## src/rtl/gsd_pkg.sv

```systemverilog
package gsd_pkg;

  // Enable group of a physical stage; in the reduced mode the stages past
  // the removed block shift down by the block length before the rotation.
  function automatic int en_group(int idx, bit full, int skip_lo, int skip_n, int n_en);
    if (!full && idx >= skip_lo + skip_n)
      return (idx - skip_n) % n_en;
    return idx % n_en;
  endfunction

endpackage

```

## src/rtl/gsd_chain.sv

```systemverilog
module gsd_chain #(
  parameter int N       = 263,
  parameter int SKIP_LO = 128,
  parameter int SKIP_N  = 7
) (
  input  logic         clk,
  input  logic         rst,
  input  logic         short_mode,
  input  logic         dir_right,
  input  logic         start_r_i,
  input  logic         start_l_i,
  output logic [N-1:0] tok
);
  localparam int SKIP_HI = SKIP_LO + SKIP_N - 1;

  logic [N-1:0] from_r;
  logic [N-1:0] from_l;
  logic [N-1:0] nxt;

  for (genvar i = 0; i < N; i++) begin : g_stage
    // source when scanning upward
    if (i == 0) begin : g_r_head
      assign from_r[i] = start_r_i;
    end else if (i == SKIP_HI + 1) begin : g_r_jump
      assign from_r[i] = short_mode ? tok[SKIP_LO-1] : tok[i-1];
    end else begin : g_r_plain
      assign from_r[i] = tok[i-1];
    end

    // source when scanning downward
    if (i == N - 1) begin : g_l_head
      assign from_l[i] = start_l_i;
    end else if (i == SKIP_LO - 1) begin : g_l_jump
      assign from_l[i] = short_mode ? tok[SKIP_HI+1] : tok[i+1];
    end else begin : g_l_plain
      assign from_l[i] = tok[i+1];
    end

    if (i >= SKIP_LO && i <= SKIP_HI) begin : g_skippable
      assign nxt[i] = !short_mode && (dir_right ? from_r[i] : from_l[i]);
    end else begin : g_always
      assign nxt[i] = dir_right ? from_r[i] : from_l[i];
    end
  end

  always_ff @(posedge clk) begin
    if (rst) tok <= '0;
    else     tok <= nxt;
  end
endmodule

```

## src/rtl/gsd_out_gate.sv

```systemverilog
module gsd_out_gate #(
  parameter int N       = 263,
  parameter int SKIP_LO = 128,
  parameter int SKIP_N  = 7,
  parameter int N_EN    = 3
) (
  input  logic [N-1:0]    tok,
  input  logic            short_mode,
  input  logic [N_EN-1:0] oe_i,
  input  logic            all_on_n,
  output logic [N-1:0]    gate_o
);
  localparam int SKIP_HI = SKIP_LO + SKIP_N - 1;

  for (genvar i = 0; i < N; i++) begin : g_bit
    localparam int GF = gsd_pkg::en_group(i, 1'b1, SKIP_LO, SKIP_N, N_EN);
    localparam int GS = gsd_pkg::en_group(i, 1'b0, SKIP_LO, SKIP_N, N_EN);
    logic mask;
    logic active;
    assign mask   = short_mode ? oe_i[GS] : oe_i[GF];
    if (i >= SKIP_LO && i <= SKIP_HI) begin : g_sk
      assign active = !short_mode;
    end else begin : g_ns
      assign active = 1'b1;
    end
    assign gate_o[i] = active & (!all_on_n | (tok[i] & !mask));
  end
endmodule

```

## src/rtl/gsd_cascade.sv

```systemverilog
module gsd_cascade (
  input  logic clk,
  input  logic rst,
  input  logic dir_right,
  input  logic last_up,
  input  logic last_down,
  output logic casc_r_o,
  output logic casc_l_o
);
  logic q;

  // launched on the falling edge, half a clock after the final stage loads
  always_ff @(negedge clk) begin
    if (rst) q <= 1'b0;
    else     q <= dir_right ? last_up : last_down;
  end

  assign casc_l_o = dir_right & q;
  assign casc_r_o = !dir_right & q;
endmodule

```

## src/rtl/gate_scan_core.sv

```systemverilog
module gate_scan_core #(
  parameter int N       = 263,
  parameter int SKIP_LO = 128,
  parameter int SKIP_N  = 7,
  parameter int N_EN    = 3
) (
  input  logic            clk,
  input  logic            rst,
  input  logic            start_r_i,
  input  logic            start_l_i,
  input  logic            dir_right,
  input  logic            mode_full,
  input  logic [N_EN-1:0] oe_i,
  input  logic            all_on_n,
  output logic [N-1:0]    gate_o,
  output logic            casc_r_o,
  output logic            casc_l_o
);
  logic [N-1:0] tok;
  logic         short_mode;

  assign short_mode = !mode_full;

  gsd_chain #(.N(N), .SKIP_LO(SKIP_LO), .SKIP_N(SKIP_N)) u_chain (
    .clk(clk), .rst(rst), .short_mode(short_mode), .dir_right(dir_right),
    .start_r_i(start_r_i), .start_l_i(start_l_i), .tok(tok)
  );

  gsd_out_gate #(.N(N), .SKIP_LO(SKIP_LO), .SKIP_N(SKIP_N), .N_EN(N_EN)) u_gate (
    .tok(tok), .short_mode(short_mode), .oe_i(oe_i), .all_on_n(all_on_n),
    .gate_o(gate_o)
  );

  gsd_cascade u_casc (
    .clk(clk), .rst(rst), .dir_right(dir_right),
    .last_up(tok[N-1]), .last_down(tok[0]),
    .casc_r_o(casc_r_o), .casc_l_o(casc_l_o)
  );
endmodule

```

## config.mk

```make
export PLATFORM = sky130hd
export DESIGN_NAME = gate_scan_core
export DESIGN_NICKNAME = d
export VERILOG_FILES = /design/src/rtl/gsd_pkg.sv /design/src/rtl/gsd_chain.sv /design/src/rtl/gsd_out_gate.sv /design/src/rtl/gsd_cascade.sv /design/src/rtl/gate_scan_core.sv
export SDC_FILE = /design/constraint.sdc
export NUM_CORES = 1
export LEC_CHECK = 0
export BUFFER_PORTS_ARGS = -buffer_cell sky130_fd_sc_hd__buf_4
export CAP_MARGIN = 20
export CORE_UTILIZATION = 55
export DETAILED_ROUTE_END_ITERATION = 10
export PLACE_DENSITY = 0.8
export REMOVE_ABC_BUFFERS = 1
export SYNTH_ARGS = -nofsm -noshare
export SYNTH_HDL_FRONTEND = slang
export SYNTH_SLANG_ARGS = --single-unit
```

## constraint.sdc

```tcl
create_clock -name clk -period 3.05 [get_ports clk]
set_input_delay 0.61 -clock clk [delete_from_list [all_inputs] [get_ports clk]]
set_output_delay 0.61 -clock clk [all_outputs]
set_load 0.005 [all_outputs]
```

; ---- Yosys cells after proc, flatten, opt, wreduce, memory -nomap -nowiden
; Index checks and enable logic that the tools add are counted.
[totals]
out_inout_bits = 265
inputBits = 10
wordCells = 821
ff_bits = 264
[op_classes]
n_bitwise = 535
n_reduce_logical = 15
mux = 269
[op_table]
columns = op, count
row1 = $and 1x1->1, 272
row2 = $mux 1, 269
row3 = $or 1x1->1, 263
row4 = $logic_not 1->1, 8
row5 = $logic_and 1x1->1, 7

; ---- Longest topological paths before layout
[logic_depth]
depth_word = 4
depth_mapped = 5
ltp_nobuf = 2

; ---- Cells and area by module
; Synthesis repeated with hierarchy kept, for this count alone.
[hier_totals]
hier_cells = 1446
area_unflattened_um2 = 12386.9
[by_module_without_submodules]
columns = mod, cells_per_inst, area_per_inst_um2, instances, seq_area_each_um2
row1 = gsd_chain, 853, 9593.0, 1, 5265.0
row2 = gsd_out_gate, 586, 2736.4, 1, 0.0
row3 = gsd_cascade, 6, 53.8, 1, 20.0
row4 = gate_scan_core, 1, 3.8, 1, 0.0

==> out/qor.csv <==
metric;value;unit
rows;54;
slew_headroom;0.2859;
powerDensity;504.5;mW/mm2
yosys_warnings;0;
netlist_area;0.01231;mm2
critPathMaxFanout;2;
io_pins;275;
clockBufferDepth;3;
htreeDepth;1;
yosysSeqAreaShare;0.4294;
track_usage;0.2445;
rr_worst_depth;2;
viasPerCell;5.079;
min_path_type;in -> reg;
drt_iter0_drc;418;
grt_antenna_before_repair;0;
max_cap_violations;0;
crit_type;reg -> out;
tightest_slew;1.071;ns
holdWs;0.3363;ns
layout_commonest_cell;buf_4;
grt-ovfl-total;0;
cts_made_buffers;26;
clock_sink_count;264;
drc;0;
ys_seq_elements;264;
placed_cells;1898;
drive_gt1_frac;0.2234;
finalNonFillerCells;1945;
clk_latency;0.56;ns
hold_viol;0;
worst_path_max_delay_cell;dfxtp_2;
min_delay_path_depth;3;
status;finished, violations left;
setup-violations-final;2;
yosys.cell_types.count;19;
dieArea;0.02298;mm2
wirelength;29370;um
crit_required;2.44;ns
fp.dieH;151.6;um
fin_skew;0.04961;ns
final-seq-area;0.005286;mm2
antenna_cells;0;
cts-root-buf;clkbuf_16;
synthCells;1444;
crit_buf_inv;1;
violations;setup timing;
start_util;0.5622;
path_depth;2;
hpwl;19000;um
vias;9878;
p_leak;6.388;nW
syn_area_per_cell;8.524;um2
start_kind;flip-flop;
cp_top_family;flip-flops;
cp.arrival;2.66;ns
core;0.02189;mm2
layout_setup_ws;-0.2168;ns
ant_nets;0;
drtPass1Iterations;5;
max_stage_delay;0.31;ns
die_w;151.6;um
grt_start_max_net_pins;258;
postCtsHoldBufs;0;
io_buffer_count;274;
clkTransAtPathRegs;0.06;ns
postLayoutCoreUtil;0.6860;
wl_per_cell;15.10;um
layout_common_cells;279 x buf_4, 264 x mux2i_1, 263 x nor2_1, 263 x dfxtp_1, 258 x inv_1;
end_kind;output pin;
rsz0062_at_grt;yes;
finalNetCount;1656;
fillers;1754;
slew_violations;0;
place_ws;0.3069;ns
grt_pass1_vias;8880;
area_delta_synth_final;22.02;%
gp_congestion;0.8302;
multiInputGateArea;0.005233;mm2
cts_tree;yes;
ir_drop;0.4132;mV
crit_path_cell_trace;and2_4 -> buf_6;
grt_pass1_wl;45260;um
[flip-flops by register name (all words and copies together) (netlist names)]
name / count
u_casc.q: 1
u_chain.tok: 263
[repair_timing]
action	CTS	global route
resized for setup	3	3
pin swaps	0	0
buffers inserted	0	0
setup endpoints to repair	2	2
[tightest hold or removal path: stages]
cell and delay, ns:
buf_4 0.07, mux2i_1 0.05, nor2_1 0.07
[metrics by stage]
step                      total power [mW]  instance area (um2)  setup TNS [ns]
final                                7.577                15020         -0.4033
after global routing                 7.838                15020         -0.4946
after detailed placement             4.334                14090               0
after global placement               4.328                14090               0
after CTS                            7.632                15010         -0.4506
after floorplan                      3.772                11480               0
[final cells by class]
type / instances / area share
Timing Repair Buffer: 290 / 0.1515
Inverter: 257 / 0.06423
Clock buffer: 39 / 0.05265
Clock inverter: 9 / 0.007915
Multi-Input combinational cell: 806 / 0.3484
Tap cell: 280 / 0.02333
Sequential cell: 264 / 0.3520
[Yosys cell counts]
library cell	n	area, um2
a211oi_2	2	25.02
nor2b_1	2	12.51
mux2_4	3	45.04
buf_4	8	60.06
buf_1	3	11.26
nor2_1	263	987.2
buf_8	12	180.2
inv_1	258	968.4
dfxtp_1	264	5285
o21ai_1	88	440.4
o21ai_0	136	680.7
clkbuf_1	43	161.4
buf_2	23	115.1
buf_6	27	304.0
and2_1	1	6.260
mux2i_1	264	2643
o21ai_2	32	280.3
nand2b_1	8	50.05
a21boi_0	7	52.55
[kinds of logic after synthesis]
| group | share of synthesized area |
|---|---|
| buf+inv | 0.1463 |
| simple gates | 0.08580 |
| mux | 0.2184 |
| compound gates | 0.1202 |
| flops | 0.4294 |
[power breakdown]
part / switching (mW) / leakage, nW / internal, mW
clock network: 1.28 / 0.456 / 2.04
logic: 0.427 / 3.80 / 0.370
registers: 0.00523 / 2.13 / 3.45
total: 1.72 / 6.39 / 5.86
[metal layers]
metal	routed length (um)	global-route usage
met1	13110	0.3214
met5	0	0
met3	2527	0.06647
met2	13360	0.4041
met4	374	0.04455
[path summary, 6_finish.rpt]
check	slack, ns	startpoint	endpoint
max	-0.22	u_casc.q$_SDFF_NP0_	casc_l_o
min	0.34	start_r_i	u_chain.tok[0]$_SDFF_PP0_
max reg2reg	0.86	u_chain.tok[0]$_SDFF_PP0_	u_casc.q$_SDFF_NP0_
min reg2reg	0.52	u_chain.tok[7]$_SDFF_PP0_	u_chain.tok[6]$_SDFF_PP0_
No activity file was read; power rests on OpenSTA's default activity.
